$ cat config.mk
export PLATFORM = sky130hd
export DESIGN_NAME = eaddr_resolver
export DESIGN_NICKNAME = d
export VERILOG_FILES = /design/src/rtl/eaddr_pkg.sv /design/src/rtl/eaddr_calc.sv /design/src/rtl/eaddr_seq.sv /design/src/rtl/eaddr_resolver.sv
export SDC_FILE = /design/constraint.sdc
export NUM_CORES = 1
export LEC_CHECK = 0
export BUFFER_PORTS_ARGS = -buffer_cell sky130_fd_sc_hd__buf_2
export CAP_MARGIN = 10
export CELL_PAD_IN_SITES_DETAIL_PLACEMENT = 1
export CELL_PAD_IN_SITES_GLOBAL_PLACEMENT = 1
export CORE_ASPECT_RATIO = 0.75
export CORE_MARGIN = 8
export CORE_UTILIZATION = 30
export CTS_CLUSTER_DIAMETER = 50
export DETAILED_ROUTE_END_ITERATION = 7
export PLACE_DENSITY_LB_ADDON = 0.12
export SLEW_MARGIN = 20
export SYNTH_ARGS = -nofsm -noshare
export SYNTH_HDL_FRONTEND = slang
export SYNTH_HIERARCHICAL = 1
export SYNTH_SLANG_ARGS = --single-unit
$ cat constraint.sdc
create_clock -name clk -period 10 [get_ports clk]
set_input_delay 2 -clock clk [delete_from_list [all_inputs] [get_ports clk]]
set_output_delay 2 -clock clk [all_outputs]
set_load 0.01 [all_outputs]
$ cat src/rtl/eaddr_pkg.sv
package eaddr_pkg;

  typedef enum logic [2:0] {
    AM_IMM   = 3'd0,
    AM_REG   = 3'd1,
    AM_DIR   = 3'd2,
    AM_RIND  = 3'd3,
    AM_ROFS  = 3'd4,
    AM_MIND  = 3'd5,
    AM_ROIND = 3'd6,
    AM_PCREL = 3'd7
  } amode_e;

  typedef enum logic [1:0] {
    ST_IDLE = 2'd0,
    ST_PTR  = 2'd1,
    ST_DATA = 2'd2
  } seq_st_e;

endpackage

$ cat src/rtl/eaddr_calc.sv
module eaddr_calc
  import eaddr_pkg::*;
#(
  parameter int AW = 16,
  parameter int DW = 16,
  parameter int OW = 8
) (
  input  logic [2:0]    mode,
  input  logic          use_sp,
  input  logic [DW-1:0] reg_val,
  input  logic [AW-1:0] sp_val,
  input  logic [AW-1:0] pc_val,
  input  logic [OW-1:0] field,
  output logic [AW-1:0] first_addr,
  output logic [1:0]    n_reads,
  output logic [AW-1:0] imm_ea,
  output logic [DW-1:0] imm_op
);

  localparam int AXW = AW - OW;
  localparam int DXW = DW - OW;

  amode_e        m;
  logic [AW-1:0] off_sx;
  logic [AW-1:0] fld_zx;
  logic [DW-1:0] imm_sx;
  logic [AW-1:0] reg_addr;
  logic [AW-1:0] base;
  logic [AW-1:0] base_sum;

  assign m        = amode_e'(mode);
  assign off_sx   = {{AXW{field[OW-1]}}, field};
  assign fld_zx   = {{AXW{1'b0}}, field};
  assign imm_sx   = {{DXW{field[OW-1]}}, field};
  assign reg_addr = reg_val[AW-1:0];

  // the stack pointer replaces the register only for mode 4
  assign base     = (m == AM_ROFS && use_sp) ? sp_val : reg_addr;
  assign base_sum = base + off_sx;

  always_comb begin
    first_addr = '0;
    n_reads    = 2'd0;
    imm_ea     = '0;
    imm_op     = '0;
    case (m)
      AM_IMM:   imm_op = imm_sx;
      AM_REG:   imm_op = reg_val;
      AM_DIR:   begin first_addr = fld_zx;   n_reads = 2'd1; end
      AM_RIND:  begin first_addr = reg_addr; n_reads = 2'd1; end
      AM_ROFS:  begin first_addr = base_sum; n_reads = 2'd1; end
      AM_MIND:  begin first_addr = fld_zx;   n_reads = 2'd2; end
      AM_ROIND: begin first_addr = base_sum; n_reads = 2'd2; end
      AM_PCREL: imm_ea = pc_val + off_sx;
      default:  ;
    endcase
  end

  // subtracting the stack pointer back out must leave the offset
  always_comb begin
    if (m == AM_ROFS && use_sp)
      assert_stack_base_R6: assert (first_addr - sp_val == off_sx);
  end

endmodule

$ cat src/rtl/eaddr_seq.sv
module eaddr_seq
  import eaddr_pkg::*;
#(
  parameter int AW = 16,
  parameter int DW = 16
) (
  input  logic          clk,
  input  logic          rst,
  input  logic          req_valid,
  input  logic [1:0]    n_reads,
  input  logic [AW-1:0] first_addr,
  input  logic [AW-1:0] imm_ea,
  input  logic [DW-1:0] imm_op,
  input  logic          mem_rvalid,
  input  logic [DW-1:0] mem_rdata,
  output logic          req_ready,
  output logic          mem_req,
  output logic [AW-1:0] mem_addr,
  output logic [AW-1:0] ea_out,
  output logic [DW-1:0] op_out,
  output logic          done
);

  seq_st_e       st;
  logic          mem_req_q;
  logic [AW-1:0] mem_addr_q;
  logic [AW-1:0] ea_q;
  logic [DW-1:0] op_q;
  logic          done_q;

  assign req_ready = (st == ST_IDLE);
  assign mem_req   = mem_req_q;
  assign mem_addr  = mem_addr_q;
  assign ea_out    = ea_q;
  assign op_out    = op_q;
  assign done      = done_q;

  always_ff @(posedge clk) begin
    if (rst) begin
      st         <= ST_IDLE;
      mem_req_q  <= 1'b0;
      mem_addr_q <= '0;
      ea_q       <= '0;
      op_q       <= '0;
      done_q     <= 1'b0;
    end else begin
      mem_req_q <= 1'b0;
      done_q    <= 1'b0;
      case (st)
        ST_IDLE: begin
          if (req_valid) begin
            if (n_reads == 2'd0) begin
              ea_q   <= imm_ea;
              op_q   <= imm_op;
              done_q <= 1'b1;
            end else begin
              mem_req_q  <= 1'b1;
              mem_addr_q <= first_addr;
              st         <= (n_reads == 2'd2) ? ST_PTR : ST_DATA;
            end
          end
        end
        ST_PTR: begin
          if (mem_rvalid) begin
            mem_req_q  <= 1'b1;
            mem_addr_q <= mem_rdata[AW-1:0];
            st         <= ST_DATA;
          end
        end
        ST_DATA: begin
          if (mem_rvalid) begin
            ea_q   <= mem_addr_q;
            op_q   <= mem_rdata;
            done_q <= 1'b1;
            st     <= ST_IDLE;
          end
        end
        default: st <= ST_IDLE;
      endcase
    end
  end

  assert_zero_read_R2: assert property (@(posedge clk) disable iff (rst)
    (req_valid && req_ready && n_reads == 2'd0) |=> (done && !mem_req));

  assert_one_read_R11: assert property (@(posedge clk) disable iff (rst)
    mem_req |=> !mem_req);

  assert_busy_ignore_R12: assert property (@(posedge clk) disable iff (rst)
    (!req_ready && req_valid && !mem_rvalid) |=> (!done && !mem_req));

  assert_done_idle_R13: assert property (@(posedge clk) disable iff (rst)
    done |-> req_ready);

  assert_hold_R13: assert property (@(posedge clk) disable iff (rst)
    !done |-> ($stable(ea_out) && $stable(op_out)));

endmodule

$ cat src/rtl/eaddr_resolver.sv
module eaddr_resolver
  import eaddr_pkg::*;
#(
  parameter int AW = 16,
  parameter int DW = 16,
  parameter int OW = 8
) (
  input  logic          clk,
  input  logic          rst,
  input  logic          req_valid,
  input  logic [2:0]    req_mode,
  input  logic          req_use_sp,
  input  logic [DW-1:0] reg_val,
  input  logic [AW-1:0] sp_val,
  input  logic [AW-1:0] pc_val,
  input  logic [OW-1:0] instr_field,
  output logic          req_ready,
  output logic          mem_req,
  output logic [AW-1:0] mem_addr,
  input  logic          mem_rvalid,
  input  logic [DW-1:0] mem_rdata,
  output logic [AW-1:0] ea_out,
  output logic [DW-1:0] operand_out,
  output logic          done
);

  logic [AW-1:0] first_addr;
  logic [1:0]    n_reads;
  logic [AW-1:0] imm_ea;
  logic [DW-1:0] imm_op;

  eaddr_calc #(.AW(AW), .DW(DW), .OW(OW)) u_calc (
    .mode       (req_mode),
    .use_sp     (req_use_sp),
    .reg_val    (reg_val),
    .sp_val     (sp_val),
    .pc_val     (pc_val),
    .field      (instr_field),
    .first_addr (first_addr),
    .n_reads    (n_reads),
    .imm_ea     (imm_ea),
    .imm_op     (imm_op)
  );

  eaddr_seq #(.AW(AW), .DW(DW)) u_seq (
    .clk        (clk),
    .rst        (rst),
    .req_valid  (req_valid),
    .n_reads    (n_reads),
    .first_addr (first_addr),
    .imm_ea     (imm_ea),
    .imm_op     (imm_op),
    .mem_rvalid (mem_rvalid),
    .mem_rdata  (mem_rdata),
    .req_ready  (req_ready),
    .mem_req    (mem_req),
    .mem_addr   (mem_addr),
    .ea_out     (ea_out),
    .op_out     (operand_out),
    .done       (done)
  );

endmodule

==> flow_metrics.py <==
metrics = {
    "cells_and_area": {
        "nets": 772,
        "fin_cells": 863,
        "drive_gt1_frac": 0.302,
        "fin_area_sq_mm": 0.00560,
        "syn_to_final_growth_pct": 20.1,
        "fin_util": 0.368,
        "insertedDiodeCount": 0,
    },
    "placement": {
        "io_buffers": 130,
        "place_congestion": 0.817,
        "dpl.hpwl_microns": 13500,
        "place_inst": 855,
        "placed_area_sq_mm": 0.00543,
        "dp_slack_ns": 4.03,
    },
    "hold_path": {
        "hp-class": "flop to flop",
    },
    "critical_path": {
        "required_ns": 10.22,
        "crit_path_start_kind": "input port",
        "worst-setup-path-type": "input port to flop",
        "max_stage_delay_ns": 0.83,
        "path_buf_inv": 1,
        "worstPathMaxFanout": 25,
        "slowest_stage": "nor3b_4",
        "crit_family": "compound AO/OA/AOI/OAI gates",
        "path_cells": "buf_2, nand2b_4, nor3b_4, mux2_2, ha_1, a21oi_1, a21oi_1, o41ai_2, o21ai_0, xnor2_1, o21ai_0, mux2i_1, a211oi_1",
        "arrival_ns": 5.93,
        "cp-end-kind": "flop",
    },
    "timing": {
        "rsz0062_at_grt": "no",
        "finalClockSkew_ns": 0.00914,
        "maxSlewHeadroom": 0.364,
        "finalCriticalPeriod_ns": 5.71,
        "whs_ns": 0.509,
        "tns_ns": 0,
        "fin_ws_ns": 4.29,
        "hold_viol_final": 0,
        "setup_viol": 0,
        "fmax_mhz": 175,
        "layout_worst_path_cycle_share": 0.571,
        "tightestPinTransition_ns": 0.953,
        "slew_viol_final": 0,
    },
    "global_routing": {
        "antenna_found_initial": 0,
        "grt_max_degree": 65,
        "grt_pass1_vias": 4769,
        "grt_overflow": 0,
        "track_usage": 0.171,
        "grt_pass1_wl_microns": 27100,
    },
    "clock_network": {
        "cts_tree": "done",
        "clk_pin_slew_ns": 0.08,
        "hold_buffers": 0,
        "cts_buffers": 5,
        "ctsResizeCount": 0,
        "htree_levels": 2,
        "cts_setup_buffers": 0,
        "clk_latency_ns": 0.30,
        "cts.sinks": 52,
        "cts-root-buf": "clkbuf_16",
        "clockBufferDepth": 2,
    },
    "pwr": {
        "powerDensity_mw_per_mm2": 132,
        "pwr-share-clk": 0.286,
        "swShare": 0.371,
        "ir_drop_uv": 76.8,
        "power_uw": 739,
        "p_leak_nw": 2.31,
        "combPwrFrac": 0.383,
        "power_frac_seq": 0.331,
        "p_int_uw": 465,
        "p_sw_uw": 274,
    },
    "floorplanning": {
        "fp-row-count": 39,
        "die-height_microns": 124,
        "io_pins": 131,
        "dieArea_sq_mm": 0.0198,
        "core_sq_mm": 0.0152,
        "chipWidth_microns": 160,
        "initial_core_util": 0.307,
    },
    "logic_synthesis": {
        "synth_edf_count": 0,
        "yosys.area.top_type_share": 0.223,
        "ys_warn_count": 6,
        "synth_top_family_by_area": "compound AO/OA/AOI/OAI gates",
        "syn_nets": 668,
        "avgSynthCellArea_sq_um": 8.44,
        "syn_inst": 553,
        "synth_simple_gate_area_frac": 0.140,
        "ys.flop_type": "dfxtp_1",
        "ys_ff_latch": 52,
        "muxShareOfSynthArea": 0.163,
        "ys_async_sr_fraction": 0,
        "synthTopCellsByArea": "dfxtp_1 22%, mux2i_1 12%, ha_1 8.8%",
        "yosysSeqAreaShare": 0.223,
        "synth_commonest_cells": "68 x nor2_1, 58 x mux2i_1, 52 x dfxtp_1",
        "synth_compound_area_frac": 0.285,
        "yosysTopAreaCell": "dfxtp_1",
        "synth.most_common_cell": "nor2_1",
        "yosysUniqueCellTypes": 58,
        "syn_area_sq_mm": 0.00467,
        "synth_xor_area_frac": 0.0448,
        "synthAdderAreaFrac": 0.0971,
    },
    "route": {
        "drt-initial-drc-count": 189,
        "wirelength_microns": 17300,
        "ant_nets": 0,
        "vias_per_cell": 5.26,
        "routed-via-count": 4542,
        "wl_per_cell_microns": 20.1,
        "dr.pass1.iters": 6,
        "route.detailed.drc": 0,
    },
    "flow_run": {
        "cap_viol_max_count": 0,
    },
    "outcome": {
        "status": "finished clean",
    },
}
area by class of cell:
cell class,instances,area (sq um)
well taps,205,256
clock buffers,5,125
repair buffers,134,681
inverters,11,41.3
clock inverters,3,46.3
flip-flops and latches,52,1040
multi-input cells,453,3410
fillers,1849,9620
worst paths after layout:
kind	from	endpoint	slack, ns	depth (start not counted)
setup / recovery	req_mode[0]	u_seq/mem_addr[11]	4.29	13
hold / removal	u_seq/ea_out[0]	u_seq/ea_out[0]	0.51	2
setup reg to reg	u_seq/st[1]	u_seq/op_out[2]	7.43	6
hold reg to reg	u_seq/ea_out[0]	u_seq/ea_out[0]	0.51	2
power by group through the flow:
| stage | logic, mW | clock network [mW] | registers (mW) |
|---|---|---|---|
| after floorplan | 0.186 | 0 | 0.256 |
| after global placement | 0.279 | 0 | 0.249 |
| after detailed placement | 0.284 | 0 | 0.250 |
| after CTS | 0.285 | 0.219 | 0.246 |
| after global routing | 0.312 | 0.228 | 0.248 |
| final | 0.283 | 0.211 | 0.245 |
worst min-delay path, delay by kind of cell, from the launching register on:
kind / cells / cell delay, ns
AO/OA/AOI/OAI: 1 / 0.05
AND/OR/NAND/NOR: 1 / 0.10
flip-flops: 1 / 0.31
layer usage:
metal  share of wire  global-route usage  vias up
li1                -                   -     2247
met4          0.0074              0.0308        0
met1            0.49               0.228     2169
met5               0                   0        -
met3           0.053              0.0410       11
met2            0.45               0.281      115
cells in the final DEF, fill, tap and decap left out, types with 3 or more instances in the layout:
| cell | count |
|---|---|
| a211oi_1 | 26 |
| a211oi_2 | 28 |
| a21o_1 | 8 |
| a21oi_1 | 43 |
| a31oi_1 | 3 |
| buf_2 | 130 |
| buf_4 | 4 |
| clkbuf_16 | 5 |
| dfxtp_1 | 51 |
| ha_1 | 33 |
| inv_1 | 11 |
| mux2_2 | 15 |
| mux2i_1 | 58 |
| nand2_1 | 38 |
| nand3_1 | 8 |
| nand4_1 | 5 |
| nor2_1 | 67 |
| nor2b_1 | 3 |
| nor3_1 | 7 |
| o21a_1 | 11 |
| o21ai_0 | 29 |
| o21bai_1 | 4 |
| o31ai_1 | 3 |
| xnor2_1 | 12 |
| xor2_1 | 10 |
state kept, by name, indices dropped and copies added (netlist names):
register        count
u_seq/done          1
u_seq/ea_out       16
u_seq/mem_addr     16
u_seq/mem_req       1
u_seq/op_out       16
u_seq/st            2
kinds of logic after synthesis:
| logic type | after synthesis |
|---|---|
| flops | 52 |
| simple gates | 144 |
| xor+xnor | 23 |
| compound gates | 177 |
| buf+inv | 48 |
| fa+ha+maj | 35 |
| mux | 74 |
(Power assumes the default switching activity.)
